File: config.mk
export PLATFORM = sky130hd
export DESIGN_NAME = irq_router
export DESIGN_NICKNAME = d
export VERILOG_FILES = /design/src/rtl/irq_router.sv
export SDC_FILE = /design/constraint.sdc
export NUM_CORES = 1
export LEC_CHECK = 0
export BUFFER_PORTS_ARGS = -buffer_cell sky130_fd_sc_hd__clkbuf_2
export CAP_MARGIN = 20
export CORE_MARGIN = 2
export CORE_UTILIZATION = 46
export DETAILED_ROUTE_END_ITERATION = 16
export PLACE_DENSITY = 0.78
export SLEW_MARGIN = 40
export SYNTH_ARGS = -nofsm -noshare
export SYNTH_HDL_FRONTEND = slang
export SYNTH_SLANG_ARGS = --single-unit
File: constraint.sdc
create_clock -name clk -period 1.4 [get_ports clk]
set_input_delay 0.07 -clock clk [delete_from_list [all_inputs] [get_ports clk]]
set_output_delay 0.07 -clock clk [all_outputs]
set_load 0.005 [all_outputs]
File: src/rtl/irq_router.sv
module irq_router #(
  parameter int DELAY = 3
) (
  input  logic       clk,
  input  logic       rst_n,
  input  logic       src_host,
  input  logic       src_adc,
  input  logic       src_dac,
  input  logic       dsp_wr,
  input  logic       dsp_addr,
  input  logic [7:0] dsp_wdata,
  output logic [7:0] dsp_rdata,
  input  logic       host_wr,
  input  logic       host_wbit,
  input  logic       host_insn_done,
  output logic [7:0] host_rdata,
  output logic [2:0] dsp_int,
  output logic       host_irq
);
  localparam int CW = $clog2(DELAY + 1);

  logic          en;
  logic [2:0]    sel;
  logic [2:0]    pend;
  logic [2:0]    src_q;
  logic          flag;
  logic [CW-1:0] cnt;

  logic [2:0] src, edges, setv, clr;
  logic       ctrl_wr, reserved;
  logic [5:0] lanes;

  function automatic logic [5:0] lane_map(input logic [2:0] code);
    case (code)
      3'd0:    lane_map = {2'd0, 2'd1, 2'd2};
      3'd1:    lane_map = {2'd0, 2'd2, 2'd1};
      3'd2:    lane_map = {2'd1, 2'd0, 2'd2};
      3'd3:    lane_map = {2'd2, 2'd0, 2'd1};
      3'd4:    lane_map = {2'd1, 2'd2, 2'd0};
      3'd5:    lane_map = {2'd2, 2'd1, 2'd0};
      default: lane_map = 6'h3f;
    endcase
  endfunction

  assign src      = {src_dac, src_adc, src_host};
  assign edges    = src & ~src_q;
  assign ctrl_wr  = dsp_wr && !dsp_addr;
  assign clr      = ctrl_wr ? dsp_wdata[6:4] : 3'b000;
  assign reserved = sel[2] & sel[1];
  assign lanes    = lane_map(sel);

  always_comb begin
    setv = 3'b000;
    for (int s = 0; s < 3; s++)
      if (edges[s] && lanes[2*s +: 2] != 2'd3)
        setv[lanes[2*s +: 2]] = 1'b1;
  end

  always_ff @(posedge clk or negedge rst_n) begin
    if (!rst_n) begin
      en    <= 1'b0;
      sel   <= 3'b000;
      pend  <= 3'b000;
      src_q <= 3'b000;
    end else begin
      src_q <= src;
      pend  <= setv | (pend & ~clr);
      if (ctrl_wr) begin
        en  <= dsp_wdata[0];
        sel <= dsp_wdata[3:1];
      end
    end
  end

  always_ff @(posedge clk or negedge rst_n) begin
    if (!rst_n) begin
      flag <= 1'b0;
      cnt  <= '0;
    end else if (ctrl_wr && dsp_wdata[7]) begin
      flag <= 1'b1;
      cnt  <= '0;
    end else if (host_wr && host_wbit) begin
      cnt <= CW'(DELAY);
    end else if (cnt != '0 && host_insn_done) begin
      cnt <= cnt - 1'b1;
      if (cnt == CW'(1)) flag <= 1'b0;
    end
  end

  assign dsp_int    = (en && !reserved) ? pend : 3'b000;
  assign host_irq   = flag;
  assign host_rdata = {7'b0, flag};
  assign dsp_rdata  = dsp_addr ? {5'b0, pend} : {flag, 3'b000, sel, en};
endmodule


; ---- Word level (Yosys, flattened, before mapping)
; Index checks and enable logic that the tools add are counted.
[word_totals]
word_cells = 70
input_bits = 18
out_inout_bits = 20
regBits = 13
[op_classes]
n_reduce_logical = 19
muxes = 20
n_eq_ne = 10
add_sub_neg = 1
n_lt_le_gt_ge = 6
bitwise = 8
[op_table]
columns = op, n
row1 = $pmux W6 S6, 1
row2 = $mux W3, 5
row3 = $logic_and A1 B1 Y1, 11
row4 = $lt A2 B3 Y1 const B, 3
row5 = $or A3 B3 Y3, 3
row6 = $mux W8, 1
row7 = $ne A2 B2 Y1 const B, 4
row8 = $mux W1, 7
row9 = $and A3 B3 Y3, 2
row10 = $demux W1 S2, 3
row11 = $eq A3 B2 Y1 const B, 2
row12 = $eq A3 B3 Y1 const B, 2
row13 = $ge A2 B1 Y1 const B, 3
row14 = $mux W2, 3
row15 = $not A3 Y3, 2
row16 = $reduce_bool A2 Y1, 3
row17 = $eq A3 B1 Y1 const B, 1
row18 = $logic_not A3 Y1, 1
row19 = $reduce_and A3 Y1, 1
row20 = $reduce_bool A3 Y1, 1
row21 = $eq A2 B1 Y1 const B, 1
row22 = $logic_not A1 Y1, 2
row23 = $sub A2 B1 Y2 const B, 1
row24 = $and A1 B1 Y1, 1

; ---- Longest topological paths before layout
[depth]
ltp_word = 12
mapped_depth = 5
mapped_depth_nobuf = 5

; ---- Worst setup path before layout
; OpenSTA, ideal clock, no wires.
[synth_timing]
path_kind = flip-flop to flip-flop
startpoint = reg cnt[0]
endpoint = reg cnt[1]
t_arrival_ns = 1.133
path_stages_with_launch = 6
setup_slack_ns = 0.185
required_ns = 1.318
period_less_slack_ns = 1.215
setup_ns = 0.082
path_cell_list = dfrtp_1 inv_1 ha_1 nand2b_4 mux2_4 a22oi_2
[synth_via]
elab_chain_cells = 4
[synth_lines]
columns = element, line_no
row1 = from (decl), 27  ; logic [CW-1:0] cnt;
row2 = from (signal assigned), 83  ; cnt <= CW'(DELAY);
row3 = from (signal assigned), 85  ; cnt <= cnt - 1'b1;
row4 = $sub A2 B1 Y2, 85
row5 = $mux W2, 84  ; end else if (cnt != '0 && host_insn_done) begin
row6 = $mux W2, 82  ; end else if (host_wr && host_wbit) begin
row7 = $mux W2, 79  ; end else if (ctrl_wr && dsp_wdata[7]) begin
; Parallel ways exist; a longest one is shown, timed or not. The select of a mux whose other input is x is not followed.
; A chain may end at the register's enable or synchronous reset.

; ---- Worst setup path after layout
[layout_timing]
startpoint = reg sel[2]
endpoint = out dsp_int[2]
[layout_via]
elab_chain_cells = 4
[layout_lines]
columns = element, line_no
row1 = from (decl), 23  ; logic [2:0] sel;
row2 = from (signal assigned), 70  ; sel <= dsp_wdata[3:1];
row3 = $and A1 B1 Y1, 49  ; assign reserved = sel[2] & sel[1];
row4 = $logic_not A1 Y1, 90  ; assign dsp_int = (en && !reserved) ? pend : 3'b000;
row5 = $logic_and A1 B1 Y1, 90
row6 = $mux W3, 90
row7 = to (decl), 17  ; output logic [2:0] dsp_int,
; Every way passes these cells.

==> key figures <==
Clock tree
  • Worst-path clk slew: approximately 0.08 ns
  • CTS buffer count: 3
  • TritonCTS Sinks: 13
  • CTS Root Cell: clkbuf_4
  • Max clock buf depth: 2
  • Clock latency on the worst-skew pair: ~0.28 ns
  • CTS tree: yes
  • H-Tree Depth: 1

Power and ir drop
  • Static leakage: 0.5429 nW
  • Switch Pwr: roughly 0.4 mW
  • Clock share of power: a little under a fifth
  • Power Dens Cells: 1168 mW/mm^2
  • Int Pwr: between 0.8 and 0.9 mW
  • Power share of the combinational group: roughly two fifths
  • Reg power frac: 43.1%
  • Max VDD drop: between 0.5 and 0.6 mV
  • Power, Total: roughly 1.2 mW
  • Sw frac: around 32%

Final layout
  • Core Util, Final: around three fifths
  • Share of cells above drive strength 1: around a third
  • # diodes: 0
  • Synthesis-to-layout area growth: 21.81%
  • Fin area: about 0.0011 sq mm
  • # fillers: between 150 and 200
  • Final std cells w/o fill: 144
  • Nets: between 100 and 150

Detailed routing
  • DR top layer: met4
  • ANT nets after route: 0
  • # DRC: 0
  • DR vias/cell: 4.674
  • Drt pass-1 iters: 4
  • Met2 routed WL: between 800 and 900 um
  • Drt wl/cell: about 12 um
  • Vias: slightly below 700
  • Metal3 WL: 88 um
  • Drt initial violations: 7
  • WL met1: a little over 700 um
  • Drt total wl: approximately 1.7 mm

Critical path
  • Crit-path cells: a21boi_1 -> and2_1 -> clkbuf_2
  • Slowest-stage cell, CP: dfrtp_2
  • Crit path launch type: flip-flop
  • Critical Path RT: about 1.3 ns
  • Crit path max fanout: 9
  • Critical Path Max Stage Delay: between 0.4 and 0.5 ns
  • Critical path endpoint category: primary output
  • Arrival time at the worst endpoint: 1.25 ns
  • Crit path kind: reg2out

Timing
  • Max Slew Vio Count: 0
  • Measured slew at the worst slew-check pin: roughly 0.55 ns
  • Max Fclk: 0.7601 GHz
  • Relative slew slack: a little over three fifths
  • RSZ-0062 raised after global routing: no
  • Fin crit period: ~1.3 ns
  • Hold slack: ~0.012 ns
  • Final hold viol count: 0
  • Fin crit share: a little over nine tenths
  • Final TNS setup: 0 ns
  • Worst Slack Setup Final: 0.08440 ns
  • Clk_skew: 0.001396 ns
  • Setup Viol. Count Final: 0

Logic synthesis
  • Mapped Cells: 86
  • Commonest register cell after synthesis: dfrtp_1
  • Synth warn: 0
  • Yosys reg bits: 13
  • Cell Area, Synth: a little under 900 sq um
  • Asr flop ratio synth: between 90% and 100%
  • Seq/Total Area, Yosys: between 30% and 40%
  • Cell variety after synth: 31
  • EDFF count, synth: 0
  • Avg Cell Area, Syn: ~10 sq um

Floorplan
  • Die W: between 40 and 50 um
  • I/O pin count: 38
  • Starting Density: about half
  • Die area: ~0.0023 sq mm
  • Row cnt: 15
  • Core area: roughly 0.0018 sq mm
  • Die H: 47.54 um

Flow run
  • Max-cap viol count: 0

GRT
  • Total Routing Usage GR: between 15 and 20%
  • Gr ovfl total: 0
  • Largest net degree at the start of global routing: 14
  • Vias in the first global route: just over 600
  • First-pass GRT wire length: between 2 and 3 mm
  • Initial antenna violation count: 0

Place
  • DPL Wire Length: about 1.3 mm
  • IO buf count: 27
  • Pre-CTS setup slack: ~0.11 ns
  • Inst Count DP: between 100 and 150
  • GPL Wtd Cong: 0.7201
  • Area post-placement: ~950 sq um

Min path
  • Tightest Hold Check Type: in2reg

Status
  • Outcome: finished, final reports clean
-- path summary, 6_finish.rpt --
| kind | start | end | slack (ns) | cells after the start |
|---|---|---|---|---|
| min in group asynchronous | rst_n | pend[0] | 0.21 | 2 |
| max reg2reg | cnt[0] | cnt[1] | 0.10 | 5 |
| min reg2reg | en | en | 0.51 | 2 |
| max | sel[2] | dsp_int[2] | 0.08 | 3 |
| max in group asynchronous | rst_n | sel[2] | 0.92 | 2 |
| min | dsp_wdata[7] | cnt[1] | 0.01 | 2 |
-- cell usage after synthesis (all sizes together) (2+ instances only) --
| cell | number | area (sq um) |
|---|---|---|
| and2b | 2 | 15.01 |
| nand2 | 14 | 52.55 |
| ha | 2 | 25.02 |
| and2 | 3 | 18.77 |
| mux2i | 3 | 30.03 |
| a22oi | 2 | 20.02 |
| mux2 | 4 | 48.79 |
| buf | 15 | 117.6 |
| o2111ai | 2 | 30.03 |
| nor2b | 3 | 18.77 |
| nand2b | 3 | 33.79 |
| dfrtp | 13 | 325.3 |
| o21ai | 3 | 15.01 |
| inv | 5 | 18.77 |
-- cells in the final DEF (no fill, tap or decap) --
cell	synthesis	final
clkbuf_2	0	27
xnor2_1	1	1
mux2_2	3	3
a22oi_1	1	1
nand4bb_1	1	1
mux2i_1	3	3
nor2b_1	3	3
o21ai_1	3	3
nand4b_1	1	1
a22oi_2	1	1
nand2b_4	2	2
nand2b_1	1	1
and2b_1	2	2
o2111ai_2	2	2
conb_1	1	10
and4bb_2	1	1
mux2_4	1	1
a22o_1	1	1
xor2_1	1	1
nor3b_2	1	1
o211ai_1	1	1
clkbuf_4	0	3
a21boi_1	0	1
dfrtp_1	13	12
nand2_1	14	14
nand3b_1	1	1
ha_1	2	2
and2_1	3	3
dlygate4sd3_1	0	8
nand3_1	1	1
inv_1	5	5
dfrtp_2	0	1
clkbuf_1	0	1
-- critical path, delay by kind of cell (launching register included) --
kind / cells / cell delay (ns)
flip-flops: 1 / 0.49
AO/OA/AOI/OAI: 1 / 0.23
AND/OR/NAND/NOR: 1 / 0.15
buffers and inverters: 1 / 0.10
-- flip-flops by register name, summed over array words and instances (netlist names) --
register,count
en,1
src_q,3
sel,3
pend,3
host_irq,1
cnt,2
-- timing repair --
item	CTS	global route
buffers inserted	0	0
endpoints found under the setup margin	3	3
gates resized for setup	1	1
hold buffers	8	0
endpoints found under the hold margin	20	0
cloned	0	0
-- power groups by stage --
stage	combinational (mW)	sequential [mW]	clock, mW
floorplan	0.385	0.503	0
global placement	0.434	0.534	0
detailed placement	0.460	0.539	0
CTS	0.480	0.534	0.242
global route	0.533	0.550	0.262
finish	0.472	0.535	0.233
-- layout make-up --
type                       count  area [sq um]  area share, %
timing repair buffer          35         215.2          20.26
inverter                       5         18.77          1.767
clock buffer                   4         26.28          2.473
tap                           25         31.28          2.945
multi-input combinational     62         444.2          41.81
sequential                    13         326.6          30.74
-- metal layers --
layer	GRT usage, %	vias to the layer above
li1	-	332
met1	19.29	307
met2	30.81	29
met3	3.396	5
met4	11.35	0
met5	0	-
-- cells by family after synthesis --
family,after synthesis,share of synthesized area [%]
AOI/OAI and AO/OA,10,10.19
other,1,0.4300
DFF,13,37.30
muxes,7,9.038
xor gates and xnor gates,2,2.009
adders and majority gates,2,2.869
and+or+nand+nor,31,22.53
buffers and inverters,20,15.64
No activity file was read; power rests on OpenSTA's default activity.
